<file path="src/rtl/wlpt_pkg.sv">
package wlpt_pkg;

  typedef enum logic {
    PH_IDLE = 1'b0,
    PH_HOLD = 1'b1
  } phase_e;

  // Pulse length in ticks for a binary code with a floor of min_w ticks.
  function automatic int unsigned pulse_ticks(int unsigned code, int unsigned min_w);
    int unsigned raw;
    raw = code + 1;
    return (raw < min_w) ? min_w : raw;
  endfunction

endpackage

</file>
<file path="src/rtl/wlpt_code_reg.sv">
module wlpt_code_reg #(
  parameter int unsigned CODE_W = 3
) (
  input  logic              clk,
  input  logic              rst_n,
  input  logic              wr,
  input  logic [CODE_W-1:0] din,
  output logic [CODE_W-1:0] q
);

  always_ff @(posedge clk) begin
    if (!rst_n) q <= '1;
    else if (wr) q <= din;
  end

  p_load_r2: assert property (@(posedge clk) disable iff (!rst_n)
    wr |=> (q == $past(din)));
  p_hold_r2: assert property (@(posedge clk) disable iff (!rst_n)
    !wr |=> $stable(q));

endmodule

</file>
<file path="src/rtl/wlpt_therm_dec.sv">
module wlpt_therm_dec #(
  parameter int unsigned CODE_W = 3,
  parameter int unsigned STAGES = 7,
  parameter int unsigned MIN_W  = 2
) (
  input  logic [CODE_W-1:0] code,
  output logic [STAGES-1:0] mask
);

  logic [STAGES-1:0] therm;

  for (genvar i = 0; i < STAGES; i++) begin : g_stage
    localparam logic [CODE_W-1:0] IDX = CODE_W'(i);
    localparam bit FLOOR = (i + 1 < MIN_W);
    assign therm[i] = (code > IDX);
    assign mask[i]  = therm[i] | FLOOR;
  end

  always_comb begin
    p_therm_count_r4: assert ($countones(therm) == int'(code));
    p_floor_r9: assert ($countones(mask) + 1 >= MIN_W);
  end

endmodule

</file>
<file path="src/rtl/wlpt_delay_chain.sv">
module wlpt_delay_chain
  import wlpt_pkg::*;
#(
  parameter int unsigned STAGES = 7
) (
  input  logic              clk,
  input  logic              rst_n,
  input  logic              start,
  input  logic [STAGES-1:0] mask,
  output logic              active,
  output logic              drained
);

  phase_e            phase;
  logic [STAGES-1:0] chain;

  always_ff @(posedge clk) begin
    if (!rst_n) begin
      phase <= PH_IDLE;
      chain <= '0;
    end else begin
      unique case (phase)
        PH_IDLE: if (start) begin
          phase <= PH_HOLD;
          chain <= mask;
        end
        PH_HOLD: begin
          if (chain == '0) phase <= PH_IDLE;
          else chain <= chain >> 1;
        end
        default: phase <= PH_IDLE;
      endcase
    end
  end

  assign active  = (phase == PH_HOLD);
  assign drained = (chain == '0);

  p_shrink_r4: assert property (@(posedge clk) disable iff (!rst_n)
    (active && !drained) |=> (active && ($countones(chain) + 1 == $countones($past(chain)))));
  p_end_r4: assert property (@(posedge clk) disable iff (!rst_n)
    (active && drained) |=> !active);

endmodule

</file>
<file path="src/rtl/wl_pulse_timer.sv">
module wl_pulse_timer
  import wlpt_pkg::*;
#(
  parameter int unsigned CODE_W = 3,
  parameter int unsigned MIN_W  = 2
) (
  input  logic              clk,
  input  logic              rst_n,
  input  logic              acc_stb,
  input  logic              code_wr,
  input  logic [CODE_W-1:0] code_din,
  output logic              wl_en,
  output logic              busy,
  output logic [CODE_W-1:0] code_q
);

  localparam int unsigned STAGES = (1 << CODE_W) - 1;
  localparam int unsigned CNT_W  = $clog2(STAGES + 2) + 1;

  logic [STAGES-1:0] stage_mask;
  logic              wl_active;
  logic              chain_drained;
  logic              start_acc;

  wlpt_code_reg #(.CODE_W(CODE_W)) u_code (
    .clk(clk), .rst_n(rst_n), .wr(code_wr), .din(code_din), .q(code_q)
  );

  wlpt_therm_dec #(.CODE_W(CODE_W), .STAGES(STAGES), .MIN_W(MIN_W)) u_dec (
    .code(code_q), .mask(stage_mask)
  );

  assign start_acc = acc_stb & ~wl_active;

  wlpt_delay_chain #(.STAGES(STAGES)) u_chain (
    .clk(clk), .rst_n(rst_n), .start(start_acc), .mask(stage_mask),
    .active(wl_active), .drained(chain_drained)
  );

  assign wl_en = wl_active;
  assign busy  = wl_active;

  // Observation state for the width assertion.
  logic [CODE_W-1:0] run_code;
  logic [CNT_W-1:0]  hi_cnt;

  always_ff @(posedge clk) begin
    if (!rst_n) begin
      run_code <= '1;
      hi_cnt   <= '0;
    end else if (start_acc) begin
      run_code <= code_q;
      hi_cnt   <= '0;
    end else if (wl_active) begin
      hi_cnt   <= hi_cnt + 1'b1;
    end
  end

  p_rise_r3: assert property (@(posedge clk) disable iff (!rst_n)
    (acc_stb && !wl_en) |=> wl_en);
  p_width_r4: assert property (@(posedge clk) disable iff (!rst_n)
    $fell(wl_en) |-> (int'(hi_cnt) == int'(pulse_ticks(int'(run_code), MIN_W))));
  p_ignore_r7: assert property (@(posedge clk) disable iff (!rst_n)
    (wl_en && !chain_drained) |=> (wl_en && $stable(run_code)));

  if (MIN_W >= 2) begin : g_min
    p_min_width_r9: assert property (@(posedge clk) disable iff (!rst_n)
      $rose(wl_en) |=> wl_en);
  end

endmodule

</file>
<file path="config.mk">
export PLATFORM = sky130hd
export DESIGN_NAME = wl_pulse_timer
export DESIGN_NICKNAME = d
export VERILOG_FILES = /design/src/rtl/wlpt_pkg.sv /design/src/rtl/wlpt_code_reg.sv /design/src/rtl/wlpt_therm_dec.sv /design/src/rtl/wlpt_delay_chain.sv /design/src/rtl/wl_pulse_timer.sv
export SDC_FILE = /design/constraint.sdc
export NUM_CORES = 1
export LEC_CHECK = 0
export BUFFER_PORTS_ARGS = -buffer_cell sky130_fd_sc_hd__buf_2
export CAP_MARGIN = 20
export CORE_AREA = 2 2 39 41
export DETAILED_ROUTE_END_ITERATION = 8
export DIE_AREA = 0 0 41 43
export PLACE_DENSITY_LB_ADDON = 0.1
export SYNTH_ARGS = -nofsm -noshare
export SYNTH_HDL_FRONTEND = slang
export SYNTH_SLANG_ARGS = --single-unit
</file>
<file path="constraint.sdc">
create_clock -name clk -period 1.5 [get_ports clk]
set_input_delay 0.3 -clock clk [delete_from_list [all_inputs] [get_ports clk]]
set_output_delay 0.3 -clock clk [all_outputs]
set_load 0.02 [all_outputs]
</file>
---- After elaboration in Yosys (flattened, before gate mapping) ----
Index checks and enable logic that the tools add are counted.
cells by class
  magnitude comparators ................... 6
  equality and inequality tests ........... 2
  muxes and demuxes ....................... 6
  bitwise gates (word level) .............. 2
  reduce and logical (&&, ||, !) cells .... 2
operator list
  cell                number
  $mux 7              2
  $pmux 7 s2          1
  $gt 3x3->1 const B  3
  $logic_not 7->1     1
  $gt 3x2->1 const B  2
  $ne 2x2->1 const B  2
  $gt 3x1->1 const B  1
  $mux 1              2
  $pmux 1 s2          1
  $reduce_and 2->1    1
  $and 1x1->1         1
  $not 1->1           1
word-level totals
  flip-flop bits (word level) ............. 11
  bits of input ports ..................... 7
  output and inout bits ................... 5
  word-level logic and storage cells ...... 21

---- Depth between registers and ports, before layout ----
  depth after elaboration ................. 4
  depth in mapped cells ................... 4
  mapped depth without buffers ............ 3

---- Hierarchy ----
Synthesis repeated with hierarchy kept, for this count alone.
unflattened totals
  cells, all modules ...................... 59
  area, all modules ....................... 600.6 µm²
modules (own cells, without submodules)
  module            instances  cells an instance  area an instance (µm²)  seq. area each (µm²)
  wlpt_delay_chain  1          40                 426.7                   160.2
  wlpt_code_reg     1          9                  101.3                   60.1
  wlpt_therm_dec    1          8                  51.3                    0.0
  wl_pulse_timer    1          2                  21.3                    0.0

---- Worst setup path before layout ----
No wires, ideal clock.
  path kind ............................... flip-flop to flip-flop
  from .................................... reg u_chain.phase (netlist: u_chain.active)
  to ...................................... reg u_chain.chain[3]
  arrival ................................. 1.110 ns
  data required time ...................... 1.381 ns
  path slack .............................. 0.272 ns
  stages on the path, launching flop included .. 4
  path buffers ............................ 0
  cells stage by stage .................... dfxtp_1 nor4b_4 a21oi_1 o221a_1
between the ends
  cells in the longest elaborated chain, start to end .. 4
  elaborated cells between the ends (all ways) .. 6
  those cells by class .................... eq/ne: 2; mux: 1; bitwise: 2; reduce/logical: 1
ends and longest elaborated chain
  item                        line                                          text
  start: declaration          wlpt_delay_chain.sv:14                        phase_e phase;
  start signal: assignment    wlpt_delay_chain.sv:19                        phase <= PH_IDLE;
  start signal: assignment    wlpt_delay_chain.sv:24                        phase <= PH_HOLD;
  start signal: assignment    wlpt_delay_chain.sv:28                        if (chain == '0) phase <= PH_IDLE;
  $not 1->1                   wlpt_delay_chain.sv:22, wl_pulse_timer.sv:33
  $and 1x1->1                 wl_pulse_timer.sv:33                          assign start_acc = acc_stb & ~wl_active;
  $ne 2x2->1 (no line)        --
  $reduce_and 2->1 (no line)  --
  end signal: assignment      wlpt_delay_chain.sv:25                        chain <= mask;
  end signal: assignment      wlpt_delay_chain.sv:29                        else chain <= chain >> 1;
  end: declaration            wlpt_delay_chain.sv:15                        logic [STAGES-1:0] chain;
Several ways; a longest one is shown, not always the timed one.
A chain may end at the register's enable or synchronous reset.

---- Worst setup path in the final report ----
  from .................................... reg u_chain.phase (netlist: u_chain.active)
  to ...................................... reg u_chain.chain[5]
The elaborated chain is that of the path after synthesis.

==> impl_metrics.py <==
metrics = {
    "route": {
        "detail_route.vias_per_cell": 5.10,
        "routedWlPerCell_um": 12.8,
        "postRouteAntennaNets": 0,
        "drt-total-wl_mm": 1.12,
        "dr.pass1.iters": 4,
        "via_count": 444,
        "drc": 0,
        "drt-initial-drc-count": 1,
    },
    "worst_hold_path": {
        "hold_end": "u_code.q[2]",
        "whs_path_depth": 3,
        "min_from": "code_din[2]",
        "hold_class": "input pin to flop",
    },
    "floorplan": {
        "ios": 12,
        "start_util_pct": 39.1,
        "die_h_um": 43,
        "core_area_mm2": 0.00138,
        "die_w_um": 41,
        "rows": 14,
        "die-area_mm2": 0.00176,
    },
    "worst_setup_path": {
        "worstPathArrival_ns": 1.39,
        "critPathLaunchType": "flop",
        "r2r_cells": 3,
        "r2r-end": "u_chain.chain[5]",
        "reg2reg_from": "u_chain.active",
        "reg2reg_slack_ns": 0.26,
        "critPathKind": "flop to flop",
        "worst_setup_path_end_kind": "flop",
        "path_max_fanout": 6,
        "required_ns": 1.65,
    },
    "layout": {
        "fin_nets": 79,
        "multi_input_area_um2": 290,
        "synthToLayoutAreaGrowth_pct": 16.7,
        "final_cells": 87,
        "seqCellArea_um2": 220,
        "antenna_cells": 0,
        "num-fill-cells": 139,
        "final_layout_size_suffix_gt1_share_pct": 28.2,
    },
    "power": {
        "vdd_drop_max_mv": 0.448,
        "power.density_mw_per_mm2": 1110,
        "p_leak_nw": 0.285,
    },
    "sta": {
        "setup_tns_ns": 0,
        "hold_viol_final": 0,
        "slew_violations": 0,
        "rsz0062_at_grt": "no",
        "max_clock_freq_ghz": 0.806,
        "min_period_ns": 1.24,
        "clock_skew_ns": 0.00403,
        "setup_viol": 0,
        "slew_headroom_pct": 81.6,
        "fin_crit_sh_pct": 82.7,
        "tightestPinTransition_ns": 0.275,
    },
    "yosys": {
        "synth-seq-area-share_pct": 40.7,
        "ys_types": 25,
        "ys.flop_type": "dfxtp_1",
        "ys_ff_latch": 11,
        "syn_inst": 58,
        "yosysMostFrequentCell": "dfxtp_1",
        "yosysTopAreaCell": "dfxtp_1",
        "avgSynthCellArea_um2": 9.32,
        "synth.net_count": 65,
        "netlist_area_um2": 541,
        "ys_warn_count": 0,
        "synth_area_leaders": "dfxtp_1 (41%), o221a_1 (6.2%), mux2i_1 (5.6%)",
        "synth_top_area_share_pct": 40.7,
        "synth_commonest_cells": "dfxtp_1 (11), nand2_1 (8), nor2_1 (6)",
        "synth-edff-count": 0,
        "async_flop_share_pct": 0,
    },
    "global_routing": {
        "grt_pass1_wl_mm": 1.96,
        "grt_usage_pct": 16.6,
        "gr-total-overflow": 0,
        "grt_max_degree": 13,
        "antenna_found_initial": 0,
        "grt_pass1_vias": 446,
    },
    "clock_network": {
        "ctsLongestPathBuffers": 2,
        "path_clk_slew_ns": 0.07,
        "clock-sinks": 11,
        "clock_latency_ns": 0.26,
        "htree_levels": 1,
        "cts_setup_buffers": 0,
        "postCtsResizedCells": 0,
        "cts_tree": "yes",
        "clock-root-buffer": "clkbuf_4",
        "cts_hold_buf": 0,
        "cts_made_buffers": 3,
    },
    "status": {
        "status": "finished, final reports clean",
    },
    "placement": {
        "numPortBuffers": 11,
        "dpl.cell_count": 83,
        "gp_congestion": 0.718,
        "dp_hpwl_um": 845,
    },
    "flow_run": {
        "drv_cap": 0,
    },
}
-- worst max-delay path by stage --
| stage | startpoint | end | depth (start not counted) |
|---|---|---|---|
| after floorplan | u_chain.active | u_chain.chain[3] | 3 |
| after global placement | u_chain.active | u_chain.chain[5] | 3 |
| after detailed placement | u_chain.active | u_chain.chain[5] | 3 |
| after CTS | u_chain.active | u_chain.chain[5] | 3 |
| after global routing | u_chain.active | u_chain.chain[5] | 3 |
| final | u_chain.active | u_chain.chain[5] | 3 |
-- worst max-delay path, stage by stage, from the launching register on --
cell     delay [ns]
dfxtp_1        0.42
nor4b_4        0.28
a21oi_1        0.16
o221a_1        0.26
-- kinds of logic after synthesis --
family / after synthesis / synth area share (%)
AND/OR/NAND/NOR: 23 / 25.9
AO/OA/AOI/OAI: 15 / 22.2
flip-flops: 11 / 40.7
buffers and inverters: 6 / 5.55
multiplexers: 3 / 5.56
-- routing by layer --
layer / up-vias / share of wire (%) / GRT usage [%]
met5: - / 0 / 0
met4: 0 / 1.2 / 8.00
met3: 2 / 4.1 / 4.71
met2: 12 / 49 / 25.6
met1: 196 / 46 / 20.1
li1: 234 / - / -
-- placed cells by master, fill, tap and decap left out, types with 2 or more instances in the layout --
cell type	Yosys	routed
mux2i_1	3	3
nor2_1	6	6
o21ai_0	3	3
dfxtp_1	11	11
nand3_1	2	2
a21oi_1	2	2
nand2_1	8	8
clkbuf_4	0	3
buf_2	0	11
o221a_1	3	3
inv_1	3	3
-- final cells by class --
cell class / count / area share [%]
multi-input cells: 41 / 46.0
flip-flops and latches: 11 / 34.9
repair buffers: 12 / 9.92
clock buffers: 4 / 4.17
well taps: 16 / 3.17
inverters: 3 / 1.79
-- power by group --
group	total [mW]	leakage, nW	switching [mW]	internal, mW
Sequential	0.360	0.0916	0.0384	0.322
Combinational	0.139	0.179	0.0713	0.0678
Clock	0.198	0.0150	0.0952	0.103
-- flip-flops by register name (all words and copies together) (netlist names) --
signal	count
u_chain.active	1
u_chain.chain	7
u_code.q	3
-- per-stage QoR --
stage / util (%) / area, um^2 / setup slack (ns) / power (mW) / hold WS (ns)
after CTS: 45.6 / 631 / 0.239 / 0.707 / 0.242
after global placement: 43.7 / 604 / 0.286 / 0.506 / 0.505
after floorplan: - / 541 / 0.272 / 0.467 / 0.428
final: 45.6 / 631 / 0.259 / 0.697 / 0.244
after global routing: 45.6 / 631 / 0.179 / 0.742 / 0.253
after detailed placement: 43.7 / 604 / 0.276 / 0.506 / 0.501
(Power assumes the default switching activity.)
